## src/rtl/lpm_pkg.sv

```systemverilog
package lpm_pkg;

   typedef enum logic [2:0] {
      M_RUN   = 3'd0,
      M_LPRUN = 3'd1,
      M_VSTOP = 3'd2,
      M_LSTOP = 3'd3,
      M_HALT  = 3'd4
   } pmode_e;

   localparam logic [1:0] RG_FULL = 2'd0;
   localparam logic [1:0] RG_LOW  = 2'd1;
   localparam logic [1:0] RG_STOP = 2'd2;

   localparam logic [1:0] OP_WAKE  = 2'd0;
   localparam logic [1:0] OP_MEMST = 2'd1;
   localparam logic [1:0] OP_OTHER = 2'd2;
   localparam logic [1:0] OP_GO    = 2'd3;

   function automatic logic is_stop(input logic [2:0] m);
      return (m == M_VSTOP) || (m == M_LSTOP);
   endfunction

endpackage

```

## src/rtl/lpm_mode_fsm.sv

```systemverilog
module lpm_mode_fsm
   import lpm_pkg::*;
(
   input  logic       clk,
   input  logic       rst_n,
   input  logic       stop_req,
   input  logic [2:0] stop_tgt,
   input  logic       lpr_en,
   input  logic       secured,
   input  logic       dbg_en,
   input  logic       dbg_ctl,
   input  logic       wake_hit,
   input  logic       halt_req,
   input  logic       run_req,
   output logic [2:0] mode,
   output logic [1:0] reg_mode,
   output logic       dbg_act,
   output logic       stop_err,
   output logic       clk_en,
   output logic       retain
);

   pmode_e     cur, nxt;
   logic [1:0] rg_q, rg_d;
   logic       da_q, da_d;
   logic       err_d;
   logic       tgt_ok, dbg_qual;

   assign tgt_ok   = (stop_tgt == M_VSTOP) || (stop_tgt == M_LSTOP);
   assign dbg_qual = !secured && dbg_en && dbg_ctl && (cur == M_RUN);

   always_comb begin
      nxt   = cur;
      rg_d  = rg_q;
      da_d  = da_q;
      err_d = 1'b0;
      unique case (cur)
         M_RUN, M_LPRUN: begin
            if (stop_req) begin
               if (tgt_ok) begin
                  nxt  = pmode_e'(stop_tgt);
                  da_d = dbg_qual;
                  rg_d = dbg_qual ? rg_q : RG_STOP;
               end else begin
                  err_d = 1'b1;
               end
            end else if (cur == M_RUN && lpr_en) begin
               nxt  = M_LPRUN;
               rg_d = RG_LOW;
            end else if (cur == M_LPRUN && !lpr_en) begin
               nxt  = M_RUN;
               rg_d = RG_FULL;
            end
         end
         M_VSTOP, M_LSTOP: begin
            if (cur == M_LSTOP && wake_hit) begin
               nxt  = M_RUN;
               rg_d = RG_FULL;
               da_d = 1'b0;
            end else if (halt_req) begin
               nxt  = M_HALT;
               rg_d = RG_FULL;
               da_d = 1'b0;
            end
         end
         M_HALT: begin
            if (run_req) begin
               nxt  = M_RUN;
               rg_d = RG_FULL;
            end
         end
         default: begin
            nxt  = M_RUN;
            rg_d = RG_FULL;
            da_d = 1'b0;
         end
      endcase
   end

   always_ff @(posedge clk or negedge rst_n) begin
      if (!rst_n) begin
         cur      <= M_RUN;
         rg_q     <= RG_FULL;
         da_q     <= 1'b0;
         stop_err <= 1'b0;
      end else begin
         cur      <= nxt;
         rg_q     <= rg_d;
         da_q     <= da_d;
         stop_err <= err_d;
      end
   end

   assign mode     = cur;
   assign reg_mode = rg_q;
   assign dbg_act  = da_q;
   assign clk_en   = !is_stop(cur) || da_q;
   assign retain   = (cur == M_LSTOP);

endmodule

```

## src/rtl/lpm_wake.sv

```systemverilog
module lpm_wake #(
   parameter int NSRC = 4
) (
   input  logic            clk,
   input  logic            rst_n,
   input  logic            in_lls,
   input  logic [NSRC-1:0] src,
   input  logic [NSRC-1:0] en,
   input  logic [NSRC-1:0] clr,
   output logic            hit,
   output logic [NSRC-1:0] flags,
   output logic            irq
);

   logic [NSRC-1:0] fire;

   assign fire = in_lls ? (src & en) : '0;
   assign hit  = |fire;
   assign irq  = |flags;

   for (genvar i = 0; i < NSRC; i++) begin : g_flag
      always_ff @(posedge clk or negedge rst_n) begin
         if (!rst_n)
            flags[i] <= 1'b0;
         else if (fire[i])
            flags[i] <= 1'b1;
         else if (clr[i])
            flags[i] <= 1'b0;
      end
   end

endmodule

```

## src/rtl/lpm_dbg_filter.sv

```systemverilog
module lpm_dbg_filter
   import lpm_pkg::*;
#(
   parameter bit REG_OUT = 1'b1
) (
   input  logic       clk,
   input  logic       rst_n,
   input  logic       cmd_valid,
   input  logic [1:0] cmd_op,
   input  logic [2:0] mode,
   input  logic       dbg_act,
   output logic       halt_req,
   output logic       run_req,
   output logic       exec_o,
   output logic       err_o,
   output logic       rej_o
);

   logic exec_d, err_d, rej_d;

   always_comb begin
      exec_d   = 1'b0;
      err_d    = 1'b0;
      rej_d    = 1'b0;
      halt_req = 1'b0;
      run_req  = 1'b0;
      if (cmd_valid) begin
         if (is_stop(mode)) begin
            if (dbg_act && cmd_op == OP_WAKE) begin
               exec_d   = 1'b1;
               halt_req = 1'b1;
            end else if (dbg_act && cmd_op == OP_MEMST) begin
               err_d = 1'b1;
            end else begin
               rej_d = 1'b1;
            end
         end else begin
            exec_d  = 1'b1;
            run_req = (mode == M_HALT) && (cmd_op == OP_GO);
         end
      end
   end

   if (REG_OUT) begin : g_reg
      always_ff @(posedge clk or negedge rst_n) begin
         if (!rst_n) begin
            exec_o <= 1'b0;
            err_o  <= 1'b0;
            rej_o  <= 1'b0;
         end else begin
            exec_o <= exec_d;
            err_o  <= err_d;
            rej_o  <= rej_d;
         end
      end
   end else begin : g_comb
      assign exec_o = exec_d;
      assign err_o  = err_d;
      assign rej_o  = rej_d;
   end

endmodule

```

## src/rtl/lpm_seq.sv

```systemverilog
module lpm_seq
   import lpm_pkg::*;
#(
   parameter int NSRC    = 4,
   parameter bit REG_CMD = 1'b1
) (
   input  logic            clk,
   input  logic            rst_n,
   input  logic            stop_req,
   input  logic [2:0]      stop_tgt,
   input  logic            lpr_en,
   input  logic            secured,
   input  logic            dbg_en,
   input  logic            dbg_ctl,
   input  logic [NSRC-1:0] wk_src,
   input  logic [NSRC-1:0] wk_en,
   input  logic [NSRC-1:0] flag_clr,
   input  logic            cmd_valid,
   input  logic [1:0]      cmd_op,
   output logic [2:0]      mode_o,
   output logic [1:0]      reg_mode_o,
   output logic            cpu_clk_en_o,
   output logic            retain_o,
   output logic            stop_err_o,
   output logic [NSRC-1:0] wk_flags_o,
   output logic            wk_irq_o,
   output logic            cmd_exec_o,
   output logic            cmd_err_o,
   output logic            cmd_rej_o
);

   if (NSRC < 1 || NSRC > 32) begin : g_bad_nsrc
      $error("lpm_seq: NSRC must be in 1..32");
   end

   logic wake_hit, halt_req, run_req, dbg_act;

   lpm_mode_fsm u_fsm (
      .clk      (clk),
      .rst_n    (rst_n),
      .stop_req (stop_req),
      .stop_tgt (stop_tgt),
      .lpr_en   (lpr_en),
      .secured  (secured),
      .dbg_en   (dbg_en),
      .dbg_ctl  (dbg_ctl),
      .wake_hit (wake_hit),
      .halt_req (halt_req),
      .run_req  (run_req),
      .mode     (mode_o),
      .reg_mode (reg_mode_o),
      .dbg_act  (dbg_act),
      .stop_err (stop_err_o),
      .clk_en   (cpu_clk_en_o),
      .retain   (retain_o)
   );

   lpm_wake #(.NSRC(NSRC)) u_wake (
      .clk    (clk),
      .rst_n  (rst_n),
      .in_lls (mode_o == M_LSTOP),
      .src    (wk_src),
      .en     (wk_en),
      .clr    (flag_clr),
      .hit    (wake_hit),
      .flags  (wk_flags_o),
      .irq    (wk_irq_o)
   );

   lpm_dbg_filter #(.REG_OUT(REG_CMD)) u_dbg (
      .clk       (clk),
      .rst_n     (rst_n),
      .cmd_valid (cmd_valid),
      .cmd_op    (cmd_op),
      .mode      (mode_o),
      .dbg_act   (dbg_act),
      .halt_req  (halt_req),
      .run_req   (run_req),
      .exec_o    (cmd_exec_o),
      .err_o     (cmd_err_o),
      .rej_o     (cmd_rej_o)
   );

endmodule

```

## config.mk

```make
export PLATFORM = sky130hd
export DESIGN_NAME = lpm_seq
export DESIGN_NICKNAME = d
export VERILOG_FILES = /design/src/rtl/lpm_pkg.sv /design/src/rtl/lpm_mode_fsm.sv /design/src/rtl/lpm_wake.sv /design/src/rtl/lpm_dbg_filter.sv /design/src/rtl/lpm_seq.sv
export SDC_FILE = /design/constraint.sdc
export NUM_CORES = 1
export LEC_CHECK = 0
export ABC_AREA = 0
export BUFFER_PORTS_ARGS = -buffer_cell sky130_fd_sc_hd__buf_2
export CAP_MARGIN = 15
export CORE_MARGIN = 3
export CORE_UTILIZATION = 34
export DETAILED_ROUTE_END_ITERATION = 10
export GPL_ROUTABILITY_DRIVEN = 1
export PLACE_DENSITY_LB_ADDON = 0.1
export RECOVER_POWER = 50
export SYNTH_ARGS = -nofsm -noshare
export SYNTH_HDL_FRONTEND = slang
export SYNTH_SLANG_ARGS = --single-unit
```

## constraint.sdc

```tcl
create_clock -name clk -period 2 [get_ports clk]
set_input_delay 0.3 -clock clk [delete_from_list [all_inputs] [get_ports clk]]
set_output_delay 0.3 -clock clk [all_outputs]
set_load 0.03 [all_outputs]
```

After elaboration in Yosys (flattened, before gate mapping). Index checks and enable logic that the tools add are counted.

Flip-flop bits (word level): 14. Input bits: 25. Logic and storage cells: 105.

Equal/unequal tests: 15. Muxes and demuxes: 49. Bitwise gates (word level): 2. Reduce and logical (&&, ||, !) cells: 28.

Operator list (count): 1-bit 2-to-1 mux (30); 3-bit 2-to-1 mux (7); 2-bit 2-to-1 mux (8); 3-bit by 2-bit == test with 1-bit output (second input constant) (4); 1-bit logical AND (9); 3-bit case mux with 3 select lines (1); 4-bit AND reduction (2); 2-bit nonzero test (4); 4-bit OR reduction (2); 3-bit by 2-bit inequality test with 1-bit output (second input constant) (2); 2-bit case mux with 3 select lines (1); 5-bit AND reduction (1); 4-bit AND (1); 4-bit 2-to-1 mux (1); 2-bit inequality test (second input constant) (2); 4-bit by 2-bit inequality test with 1-bit output (second input constant) (1); 2-bit OR reduction (2); 3-bit by 1-bit == test with 1-bit output (second input constant) (1); 3-bit == test (second input constant) (1); 1-bit zero test (3); 3-bit zero test (1); 1-bit logical OR (3); 3-bit inequality test (second input constant) (1); 1-bit case mux with 3 select lines (1); other kinds (5) (5).

Depth between registers and ports, before layout.
Depth in word-level cells: 8. Gate-level depth with buffers: 6. Mapped depth without buffers: 5.

By module. Synthesis repeated with hierarchy kept, for this count alone.

Cells, all modules: 86. Area total of the unflattened synthesis: 845.8 um^2.

By module, submodules not included: lpm_mode_fsm (times used 1, cells an instance 51, area an instance 503.0 um^2); lpm_wake (times used 1, cells an instance 20, area an instance 183.9 um^2); lpm_dbg_filter (times used 1, cells an instance 14, area an instance 150.1 um^2); lpm_seq (times used 1, cells an instance 1, area an instance 8.8 um^2).

Worst setup path before layout. Ideal clock, no wire load.

Path kind: flip-flop to flip-flop. Start: reg u_fsm.cur[2], in the netlist u_fsm.mode[2]. End: reg u_fsm.rg_q[1], in the netlist u_fsm.reg_mode[1]. Data arrival time: 1514 ps. Data required time: 1879 ps. Path slack: 365 ps. Cell stages (with the launch flop): 6. Clock period less this slack: 1635 ps. Cell sequence: dfrtp_1 -> buf_6 -> nand2b_1 -> o311ai_2 -> nor2_1 -> o22a_1.

Cells in the longest elaborated chain, start to end: 6.

Ends and longest elaborated chain: from (decl) (line lpm_mode_fsm.sv:23) `pmode_e cur, nxt;`; from (signal assigned) (line lpm_mode_fsm.sv:87) `cur <= nxt;`; 3-bit by 2-bit == test with 1-bit output (tied with other cells); 4-bit 2-to-1 mux (tied with other cells) (line lpm_wake.sv:17) `assign fire = in_lls ? (src & en) : '0;`; 4-bit OR reduction / 1-bit 2-to-1 mux (equally long branches) (line lpm_wake.sv:18, lpm_dbg_filter.sv:28); 1-bit logical AND / 1-bit 2-to-1 mux (equally long branches) (line lpm_mode_fsm.sv:56, lpm_dbg_filter.sv:27); 3-bit by 2-bit inequality test with 1-bit output (no line) (tied with other cells); 5-bit AND reduction (no line) / 2-bit case mux with 3 select lines (equally long branches); to (signal assigned) (line lpm_mode_fsm.sv:88) `rg_q <= rg_d;`; to (decl) (line lpm_mode_fsm.sv:24) `logic [1:0] rg_q, rg_d;`.

Several ways; a longest one is shown, not always the timed one. A chain may end at the register's enable or synchronous reset.

Final worst setup path.
Start: reg u_fsm.cur[1], in the netlist u_fsm.mode[1]. End: out retain_o.

Cells in the longest elaborated chain, start to end: 1.

Ends and longest elaborated chain: 3-bit by 2-bit == test with 1-bit output (line lpm_mode_fsm.sv:98) `assign retain = (cur == M_LSTOP);`; to (decl) (line lpm_seq.sv:23) `output logic retain_o,`.

Every way passes these cells.

==> flow_metrics.tcl <==
set metrics [dict create \
    status "finished clean" \
    grt_pass1_wl_mm 2.70 \
    hold_viol 0 \
    wl_per_cell_um 11.5 \
    cts_sinks 14 \
    finalSetupViolCount 0 \
    cp-end-kind "output port" \
    netlist_top_cells_area "dfrtp_1 (49%), nand2_1 (5.8%), o22ai_1 (3.5%)" \
    dp_hpwl_mm 1.34 \
    pwr_density_cell_nw_per_um2 1190 \
    ys_async_sr_fraction 1.00 \
    slew_headroom 0.482 \
    grtUsageTotal 0.137 \
    p_switching_mw 0.505 \
    viasPerCell 4.85 \
    drt-pass1-iter-count 4 \
    cts_resized 0 \
    fin_crit_ps 1700 \
    synth-seq-cells 14 \
    clockRootBuffer "clkbuf_4" \
    yosysUniqueCellTypes 29 \
    combinationalPowerShare 0.473 \
    syn-num-nets 100 \
    grt_pass1_vias 608 \
    vias 698 \
    worstMarginPinSlew_ps 778 \
    arrival_ps 1400 \
    ir_drop_mv 0.613 \
    portBuffers 40 \
    postCtsHoldBufs 1 \
    fin_util 0.523 \
    p_int_mw 0.650 \
    cp.required_ps 1700 \
    insertedDiodeCount 0 \
    postRouteAntennaNets 0 \
    synth_edf_count 0 \
    wl_mm 1.66 \
    worst-path-max-fanout 9 \
    startpoint_type "flop" \
    first_iter_violations 21 \
    drv_cap 0 \
    cts_setup_buffers 0 \
    seqPwrFrac 0.354 \
    initial_core_util 0.384 \
    clk_pin_slew_ps 80 \
    syn_inst 75 \
    numCtsBuffers 3 \
    hold_class "in2reg" \
    grt_max_degree 15 \
    yosys_warnings 0 \
    slew_violations 0 \
    fin_nets 145 \
    drive_above_1_share 0.353 \
    worstSkewPairLatency_ps 270 \
    pin_count 41 \
    synth_top_flop_cell "dfrtp_1" \
    die_w_um 51.8 \
    die_h_um 51.8 \
    cts_max_level 1 \
    core-area_um2 1860 \
    syn_avg_cell_area_um2 9.51 \
    cts_buffer_depth 2 \
    syn_area_um2 713 \
    synth_top_area_frac 0.491 \
    rsz0062_at_grt "no" \
    overflow 0 \
    cts_tree "built" \
    syn2layout_area_growth_pct 36.3 \
    gp_routability_congestion 0.787 \
    setup_tns_ps 0 \
    drc 0 \
    ys_seq_area_frac 0.491 \
    max_freq_ghz 0.587 \
    die-area_um2 2680 \
    p_clk_frac 0.173 \
    rows 15 \
    antenna_found_initial 0 \
    leakage_nw 0.494 \
    switching_share 0.437 \
    skew_ps 0.955 \
    period_share 0.852 \
    crit_type "reg2out" \
    synth_top_cell_by_area "dfrtp_1" \
]
## routing by layer
layer	track usage	routed length [um]
met5	0	0
met1	0.180	708
met3	0.0716	195
met4	0.0262	9
met2	0.201	749
## registers in the layout (all words and copies together) (netlist names)
name,flops
u_fsm.reg_mode,2
u_dbg.rej_o,1
u_fsm.stop_err,1
u_fsm.mode,3
u_fsm.dbg_act,1
u_dbg.err_o,1
u_dbg.exec_o,1
u_wake.flags,4
## cells in the final DEF, fill, tap and decap left out, types with 2 or more instances in the layout
| cell type | n |
|---|---|
| a21oi_1 | 2 |
| buf_2 | 35 |
| clkbuf_1 | 6 |
| clkbuf_4 | 3 |
| dfrtp_1 | 14 |
| inv_1 | 6 |
| nand2_1 | 11 |
| nand2b_1 | 3 |
| nand3_1 | 3 |
| nor2_1 | 6 |
| nor2b_1 | 3 |
| nor3b_1 | 3 |
| o21ai_0 | 2 |
| o22ai_1 | 4 |
## synth_stat cells (2+ instances only)
library cell,count
inv_1,6
nor3b_1,3
nand3_1,3
o22ai_1,4
nor2b_1,3
nor2_1,6
a21oi_1,2
dfrtp_1,14
o21ai_0,2
nand2b_1,3
nand2_1,11
## stage by stage
stage	worst slack (ps)	instance area [um2]	total power [mW]	std cells	hold slack (ps)
CTS	257	982	1.19	144	190
global placement	449	936	0.978	139	219
global route	150	972	1.24	144	182
floorplan	365	713	0.805	75	4.41
finish	295	972	1.15	144	204
detailed placement	441	936	0.975	139	222
## critical path, cell delays in order, from the launching register on
cell	delay, ps
dfrtp_1	490
nor2b_1	200
nand2_1	150
inv_1	90
buf_2	200
## worst paths after layout
check / startpoint / to / slack [ps] / cells past startpoint
worst max-delay path: u_fsm.mode[1] / retain_o / 300 / 4
worst min-delay path: flag_clr[2] / u_wake.flags[2] / 200 / 2
worst max register to register: u_fsm.mode[2] / u_fsm.reg_mode[1] / 430 / 5
worst min register to register: u_fsm.reg_mode[1] / u_fsm.reg_mode[1] / 500 / 1
max in group asynchronous: rst_n / u_fsm.mode[2] / 910 / 2
min in group asynchronous: rst_n / u_fsm.dbg_act / 610 / 2
## logic make-up (layout without fill, tap and decap cells)
family	after synthesis	in the layout	share of synthesized area
buffers and inverters	8	52	0.0544
AND/OR/NAND/NOR	34	34	0.242
flip-flops	14	14	0.491
AO/OA/AOI/OAI	18	18	0.200
XOR/XNOR	1	1	0.0123
## area by class of cell
type / count / area (um2)
inverters: 6 / 22.5
clock buffers: 4 / 36.3
flip-flops and latches: 14 / 350
multi-input cells: 53 / 324
well taps: 25 / 31.3
fillers: 183 / 886
repair buffers: 42 / 208
## power groups by stage
stage | Sequential (mW) | Clock (mW) | Combinational [mW]
CTS | 0.409 | 0.211 | 0.566
detailed placement | 0.415 | 0 | 0.561
global placement | 0.415 | 0 | 0.564
finish | 0.409 | 0.199 | 0.546
floorplan | 0.524 | 0 | 0.281
global route | 0.421 | 0.230 | 0.593
No activity file was read; power rests on OpenSTA's default activity.
